**config.mk**
```make
export PLATFORM = sky130hd
export DESIGN_NAME = netPwrSeq
export DESIGN_NICKNAME = d
export VERILOG_FILES = /design/src/rtl/pwrSeqPkg.sv /design/src/rtl/carrierSync.sv /design/src/rtl/pwrSeqCtrl.sv /design/src/rtl/pwrSeqData.sv /design/src/rtl/netPwrSeq.sv
export SDC_FILE = /design/constraint.sdc
export NUM_CORES = 1
export LEC_CHECK = 0
export BUFFER_PORTS_ARGS = -buffer_cell sky130_fd_sc_hd__buf_2
export CAP_MARGIN = 30
export CORE_MARGIN = 2
export CORE_UTILIZATION = 30
export DETAILED_ROUTE_END_ITERATION = 8
export PLACE_DENSITY = 0.54
export SETUP_SLACK_MARGIN = 0.5
export SYNTH_ARGS = -nofsm -noshare
export SYNTH_HDL_FRONTEND = slang
export SYNTH_SLANG_ARGS = --single-unit
```
**constraint.sdc**
```tcl
create_clock -name clk -period 2.4 [get_ports clk]
set_input_delay 0.24 -clock clk [delete_from_list [all_inputs] [get_ports clk]]
set_output_delay 0.24 -clock clk [all_outputs]
set_load 0.05 [all_outputs]
```
**src/rtl/pwrSeqPkg.sv**
```systemverilog
package pwrSeqPkg;

  typedef enum logic [1:0] {
    PS_ON     = 2'd0,
    PS_WOL    = 2'd1,
    PS_ED     = 2'd2,
    PS_WAKING = 2'd3
  } pwrState_t;

  localparam logic [1:0] MODE_ON  = 2'b00;
  localparam logic [1:0] MODE_WOL = 2'b01;
  localparam logic [1:0] MODE_ED  = 2'b10;

  localparam int REG_CTRL = 0;
  localparam int REG_INT  = 1;
  localparam int REG_WAKE = 2;

  // control register bit positions
  localparam int B_ED_EN  = 2;
  localparam int B_PME_EN = 3;
  localparam int B_READY  = 4;
  localparam int B_WST_LO = 5;
  localparam int B_ERR    = 7;

  typedef struct packed {
    logic ctrlWr;   // legal control write
    logic intWr;    // legal interrupt register write
    logic wake;     // wake write from a sleep state
    logic detect;   // carrier detected in energy-detect sleep
    logic badWr;    // write dropped while not ready
  } pwrStrobes_t;

endpackage

```
**src/rtl/carrierSync.sv**
```systemverilog
module carrierSync #(
  parameter int STAGES = 2
) (
  input  logic clk,
  input  logic rstN,
  input  logic asyncIn,
  output logic syncOut
);
  logic [STAGES-1:0] chain;

  genvar g;
  generate
    for (g = 0; g < STAGES; g++) begin : g_stage
      if (g == 0) begin : g_first
        always_ff @(posedge clk or negedge rstN)
          if (!rstN) chain[0] <= 1'b0;
          else       chain[0] <= asyncIn;
      end else begin : g_rest
        always_ff @(posedge clk or negedge rstN)
          if (!rstN) chain[g] <= 1'b0;
          else       chain[g] <= chain[g-1];
      end
    end
  endgenerate

  assign syncOut = chain[STAGES-1];
endmodule

```
**src/rtl/pwrSeqCtrl.sv**
```systemverilog
module pwrSeqCtrl
  import pwrSeqPkg::*;
#(
  parameter int ADDR_W      = 4,
  parameter int WAKE_CYCLES = 8
) (
  input  logic              clk,
  input  logic              rstN,
  input  logic              hostWrEn,
  input  logic [ADDR_W-1:0] hostAddr,
  input  logic [1:0]        wrMode,
  input  logic              carrierSync,
  output pwrStrobes_t       strb,
  output logic              ready,
  output logic              macClkEn,
  output logic              hostClkEn,
  output logic              phyLowPwr
);
  localparam int CNT_W = $clog2(WAKE_CYCLES + 1);

  pwrState_t  state;
  logic [CNT_W-1:0] wakeCnt;
  logic isCtrl, isInt, isWake, asleep;

  assign isCtrl = (hostAddr == ADDR_W'(REG_CTRL));
  assign isInt  = (hostAddr == ADDR_W'(REG_INT));
  assign isWake = (hostAddr == ADDR_W'(REG_WAKE));
  assign asleep = (state == PS_WOL) || (state == PS_ED);

  always_comb begin
    strb        = '0;
    strb.ctrlWr = hostWrEn && isCtrl && (state == PS_ON);
    strb.intWr  = hostWrEn && isInt  && (state == PS_ON);
    strb.wake   = hostWrEn && isWake && asleep;
    strb.badWr  = hostWrEn && !isWake && (state != PS_ON);
    strb.detect = (state == PS_ED) && carrierSync;
  end

  always_ff @(posedge clk or negedge rstN) begin
    if (!rstN) begin
      state   <= PS_ON;
      wakeCnt <= '0;
    end else begin
      case (state)
        PS_ON: begin
          if (strb.ctrlWr && wrMode == MODE_ED)       state <= PS_ED;
          else if (strb.ctrlWr && wrMode == MODE_WOL) state <= PS_WOL;
        end
        PS_WOL, PS_ED: begin
          if (strb.wake) begin
            state   <= PS_WAKING;
            wakeCnt <= CNT_W'(WAKE_CYCLES - 1);
          end
        end
        PS_WAKING: begin
          if (wakeCnt == '0) state <= PS_ON;
          else               wakeCnt <= wakeCnt - 1'b1;
        end
        default: state <= PS_ON;
      endcase
    end
  end

  assign ready     = (state == PS_ON);
  assign macClkEn  = !asleep;
  assign hostClkEn = !asleep;
  assign phyLowPwr = (state == PS_ED);
endmodule

```
**src/rtl/pwrSeqData.sv**
```systemverilog
module pwrSeqData
  import pwrSeqPkg::*;
#(
  parameter int ADDR_W = 4,
  parameter int DATA_W = 8
) (
  input  logic              clk,
  input  logic              rstN,
  input  pwrStrobes_t       strb,
  input  logic              ready,
  input  logic [ADDR_W-1:0] hostAddr,
  input  logic [DATA_W-1:0] hostWrData,
  output logic [DATA_W-1:0] hostRdData,
  output logic              pme,
  output logic [1:0]        modeQ,
  output logic              edEnQ,
  output logic              pmeEnQ,
  output logic              pmeIntQ,
  output logic              accErrQ,
  output logic [1:0]        wakeStQ
);
  logic [7:0] wd;
  assign wd = hostWrData[7:0];

  always_ff @(posedge clk or negedge rstN) begin
    if (!rstN) begin
      modeQ   <= MODE_ON;
      edEnQ   <= 1'b0;
      pmeEnQ  <= 1'b0;
      wakeStQ <= 2'b00;
      accErrQ <= 1'b0;
      pmeIntQ <= 1'b0;
      pme     <= 1'b0;
    end else begin
      if (strb.ctrlWr) begin
        if (wd[1:0] == MODE_ED || wd[1:0] == MODE_WOL) modeQ <= wd[1:0];
        edEnQ  <= wd[B_ED_EN];
        pmeEnQ <= wd[B_PME_EN];
        if (wd[B_WST_LO])   wakeStQ[0] <= 1'b0;
        if (wd[B_WST_LO+1]) wakeStQ[1] <= 1'b0;
        if (wd[B_ERR])      accErrQ    <= 1'b0;
      end
      if (strb.intWr && wd[0]) begin
        pmeIntQ <= 1'b0;
        pme     <= 1'b0;
      end
      if (strb.wake)  modeQ   <= MODE_ON;
      if (strb.badWr) accErrQ <= 1'b1;
      if (strb.detect) begin
        wakeStQ <= 2'b01;
        pmeIntQ <= 1'b1;
        if (edEnQ && pmeEnQ) pme <= 1'b1;
      end
    end
  end

  always_comb begin
    hostRdData = '0;
    if (hostAddr == ADDR_W'(REG_CTRL)) begin
      hostRdData[1:0]               = modeQ;
      hostRdData[B_ED_EN]           = edEnQ;
      hostRdData[B_PME_EN]          = pmeEnQ;
      hostRdData[B_READY]           = ready;
      hostRdData[B_WST_LO+1:B_WST_LO] = wakeStQ;
      hostRdData[B_ERR]             = accErrQ;
    end else if (hostAddr == ADDR_W'(REG_INT)) begin
      hostRdData[0] = pmeIntQ;
    end
  end
endmodule

```
**src/rtl/netPwrSeq.sv**
```systemverilog
module netPwrSeq
  import pwrSeqPkg::*;
#(
  parameter int ADDR_W      = 4,
  parameter int DATA_W      = 8,
  parameter int WAKE_CYCLES = 8,
  parameter int SYNC_STAGES = 2
) (
  input  logic              clk,
  input  logic              rstN,
  input  logic              hostWrEn,
  input  logic [ADDR_W-1:0] hostAddr,
  input  logic [DATA_W-1:0] hostWrData,
  output logic [DATA_W-1:0] hostRdData,
  input  logic              carrierIn,
  output logic              macClkEn,
  output logic              hostClkEn,
  output logic              phyLowPwr,
  output logic              pme,
  output logic              ready
);
  pwrStrobes_t strb;
  logic        carrierSync;
  logic [1:0]  modeQ, wakeStQ;
  logic        edEnQ, pmeEnQ, pmeIntQ, accErrQ;

  carrierSync #(.STAGES(SYNC_STAGES)) u_sync (
    .clk(clk), .rstN(rstN), .asyncIn(carrierIn), .syncOut(carrierSync)
  );

  pwrSeqCtrl #(.ADDR_W(ADDR_W), .WAKE_CYCLES(WAKE_CYCLES)) u_ctrl (
    .clk(clk), .rstN(rstN), .hostWrEn(hostWrEn), .hostAddr(hostAddr),
    .wrMode(hostWrData[1:0]), .carrierSync(carrierSync), .strb(strb),
    .ready(ready), .macClkEn(macClkEn), .hostClkEn(hostClkEn),
    .phyLowPwr(phyLowPwr)
  );

  pwrSeqData #(.ADDR_W(ADDR_W), .DATA_W(DATA_W)) u_data (
    .clk(clk), .rstN(rstN), .strb(strb), .ready(ready),
    .hostAddr(hostAddr), .hostWrData(hostWrData), .hostRdData(hostRdData),
    .pme(pme), .modeQ(modeQ), .edEnQ(edEnQ), .pmeEnQ(pmeEnQ),
    .pmeIntQ(pmeIntQ), .accErrQ(accErrQ), .wakeStQ(wakeStQ)
  );
endmodule

```
==> summary.txt <==
Global routing
  • First-pass GRT wire length: approximately 3300 um
  • Grt met2 use: 0.189
  • Tot GR Track Use: 0.122
  • Gr busiest metal: met2
  • Antenna violations before repair: 0
  • GRT met3 Usage: 0.0384
  • Vias in the first global route: around 700
  • Largest net degree at the start of global routing: 17
  • Total global routing overflow: 0
  • Met1 usage: 0.166

Worst setup path
  • Kind of critical path: register to register
  • Critical R2R Launch: u_ctrl.state[1]$_DFFE_PN0P_
  • R2r setup slk: 660 ps
  • FF-to-FF path depth: 6
  • Setup crit start: u_ctrl.state[1]$_DFFE_PN0P_
  • Critical Path End Type: register
  • Worst endpoint required time: 2580 ps
  • Worst-path fanout max: 8
  • Critical Path Start Type: register
  • Reg2reg end: u_ctrl.state[0]$_DFFE_PN0P_
  • WP data arrival: roughly 1900 ps

Clock tree
  • CTS hold repair buffers: 1
  • Postcts setup bufs: 0
  • CTS tree: done
  • Post-CTS sizing: 0
  • CTS Sinks: 16
  • Clock latency at the later pin of the worst-skew pair: about 290 ps
  • CTS max path bufs: 2
  • TritonCTS Buffers: 3
  • H-tree levels: 1
  • Clock slew at reported path FFs: roughly 100 ps
  • Root Buffer: clkbuf_4

Logic synthesis
  • Synth warnings: 0
  • Syn_area_per_cell: 10.1 sq um
  • Distinct cells, synth: 39
  • Syn Nets: approximately 120
  • Cell area after synthesis: approximately 970 sq um
  • Synth Register Bits: 16
  • Sequential element share of the synthesized area: 0.412
  • Syn Inst Count: 96

Final layout
  • Largest regs: u_ctrl.wakeCnt: 4 flops, u_ctrl.state: 2 flops, u_data.modeQ: 2 flops
  • Post-route core utilization: 0.396
  • Largest Register: u_ctrl.wakeCnt
  • Layout cells sized above 1: 0.366
  • Antenna fix cells: 0
  • Final Non-Filler Cells: 167
  • Flip-flop count of the largest register after layout: 4
  • Syn-to-layout area delta: 25.2%
  • Fin area: 0.00122 sq mm
  • Final net count: between 100 and 150

Hold path
  • Min-Delay Path Depth: 1
  • Hold Path Sink: u_sync.chain[0]$_DFF_PN0_
  • Hold Path Class: input pin to register
  • HP Start: carrierIn

Pwr
  • PwrDens: about 1100 mW/mm^2
  • Power Total: 1.36 mW
  • Max VDD drop: slightly above 400 uV
  • Leakage power: ~0.56 nW

STA
  • # setup viols final: 0
  • Final setup margin: between 600 and 700 ps
  • Worst-Margin Slew: between 500 and 600 ps
  • Period utilization: 0.724
  • Setup TNS: 0 ps
  • Rel. slew slack: 0.648
  • Clk_skew: 6.31 ps
  • Min cycle time layout: between 1500 and 2000 ps
  • RSZ-0062 raised after global routing: false
  • Hold Fails Final Rpt: 0
  • Max-slew violation count: 0
  • Final hold slack: ~47 ps
  • Max frequency: about 580 MHz

Routing
  • Drt first pass iters: 4
  • DRC Markers: 0
  • WL per Instance: 12.2 um
  • Via Count: between 700 and 800
  • Final WL: around 2000 um
  • Iteration-0 DRC Markers: 25
  • Vias per inst: roughly 4.7
  • Routed Antenna Nets: 0

Placed design
  • Cells after DPL: 162
  • Final HPWL DP: 1630 um
  • I/O Buffers: 25
  • Dpl cell area: 0.00117 sq mm
  • DP Worst Slack: ~530 ps
  • Final Wtd Congestion: roughly 0.70

Outcome
  • Outcome: complete, no violations

Floorplan
  • Die area: ~0.0037 sq mm
  • Die width: approximately 61 um
  • Core area: roughly 0.0031 sq mm
  • Rows: 20
  • Io pins: 29
  • Starting Density: 0.316
  • Die Y: between 60 and 70 um

Job
  • Total of max-cap violations: 0
[Yosys cell counts]
master / count / share of area
o2111ai_1: 1 / 0.0090
a211o_1: 2 / 0.018
inv_1: 7 / 0.027
o21a_1: 1 / 0.0077
o211ai_1: 1 / 0.0077
a22o_1: 2 / 0.018
nand4b_1: 1 / 0.0090
nor4_4: 1 / 0.022
mux2_1: 2 / 0.023
clkbuf_1: 1 / 0.0039
nand2b_1: 2 / 0.013
and2_2: 6 / 0.046
o31a_1: 1 / 0.0090
nand4_1: 2 / 0.013
a2bb2oi_1: 1 / 0.0090
nand2_1: 10 / 0.039
nor3b_1: 2 / 0.015
nand3b_1: 1 / 0.0077
conb_1: 1 / 0.0039
nor4_1: 1 / 0.0064
nor4b_2: 1 / 0.015
dfrtp_1: 16 / 0.41
o21ai_0: 5 / 0.026
or3_1: 1 / 0.0064
and2_1: 1 / 0.0064
and3_2: 1 / 0.0077
a21oi_1: 3 / 0.015
buf_4: 2 / 0.015
ha_1: 7 / 0.090
or4_1: 2 / 0.015
nand3_1: 2 / 0.010
nor3_1: 1 / 0.0051
nor2b_1: 1 / 0.0064
mux2i_1: 1 / 0.010
and4b_1: 1 / 0.010
nor2_1: 1 / 0.0039
mux2_2: 2 / 0.023
buf_1: 1 / 0.0039
o2bb2ai_1: 1 / 0.0090
[logic make-up (layout without fill, tap and decap cells)]
group / Yosys count / in the layout / share of synthesized area
buf+inv: 11 / 38 / 0.0502
compound gates: 18 / 18 / 0.129
simple gates: 38 / 38 / 0.259
mux: 5 / 5 / 0.0566
other cells: 1 / 1 / 0.00386
flops: 16 / 16 / 0.412
fa+ha+maj: 7 / 7 / 0.0901
[worst max path at each step]
stage | to | slack [ps]
floorplan | u_ctrl.state[0]$_DFFE_PN0P_ | 550
global placement | u_ctrl.state[1]$_DFFE_PN0P_ | 600
detailed placement | u_ctrl.state[0]$_DFFE_PN0P_ | 530
CTS | u_ctrl.state[0]$_DFFE_PN0P_ | 640
global route | u_ctrl.state[0]$_DFFE_PN0P_ | 540
finish | u_ctrl.state[0]$_DFFE_PN0P_ | 660
[area by class of cell]
cell class	instances	area, sq um
clock buffer	4	36.3
fill	313	1860
inverter	7	30.0
multi-input combinational	69	553
timing repair buffer	27	143
tap	44	55.1
sequential	16	400
[power breakdown]
group          total (mW)  internal, mW  switching, mW
clock network       0.188        0.0924         0.0953
logic               0.750         0.269          0.482
registers           0.425         0.360         0.0651
total                1.36         0.721          0.642
[per-layer routing]
metal  up-vias  routed length, um
met4         0                 10
li1        395                  -
met1       375                935
met3         2                 82
met2        13               1020
met5         -                  0
[placed cells by master (no fill, tap or decap), types with 2 or more instances in the layout]
| cell | Yosys | layout |
|---|---|---|
| buf_2 | 0 | 25 |
| dfrtp_1 | 16 | 16 |
| nand2_1 | 10 | 10 |
| inv_1 | 7 | 6 |
| and2_2 | 6 | 6 |
| ha_1 | 7 | 6 |
| o21ai_0 | 5 | 5 |
| clkbuf_4 | 0 | 3 |
| nand4_1 | 2 | 2 |
| or4_1 | 2 | 2 |
| a211o_1 | 2 | 2 |
| nand2b_1 | 2 | 2 |
| nor3b_1 | 2 | 2 |
| a21oi_1 | 3 | 2 |
| mux2_1 | 2 | 2 |
| a22o_1 | 2 | 2 |
| mux2_2 | 2 | 2 |
| nand3_1 | 2 | 2 |
[worst max-delay path, stage by stage, from the launching register on]
cell and delay [ps]:
dfrtp_1 400, inv_1 100, ha_4 300, clkinvlp_4 120
a21oi_4 220, a211o_1 170, mux2_1 330
No activity file was read; power rests on OpenSTA's default activity.
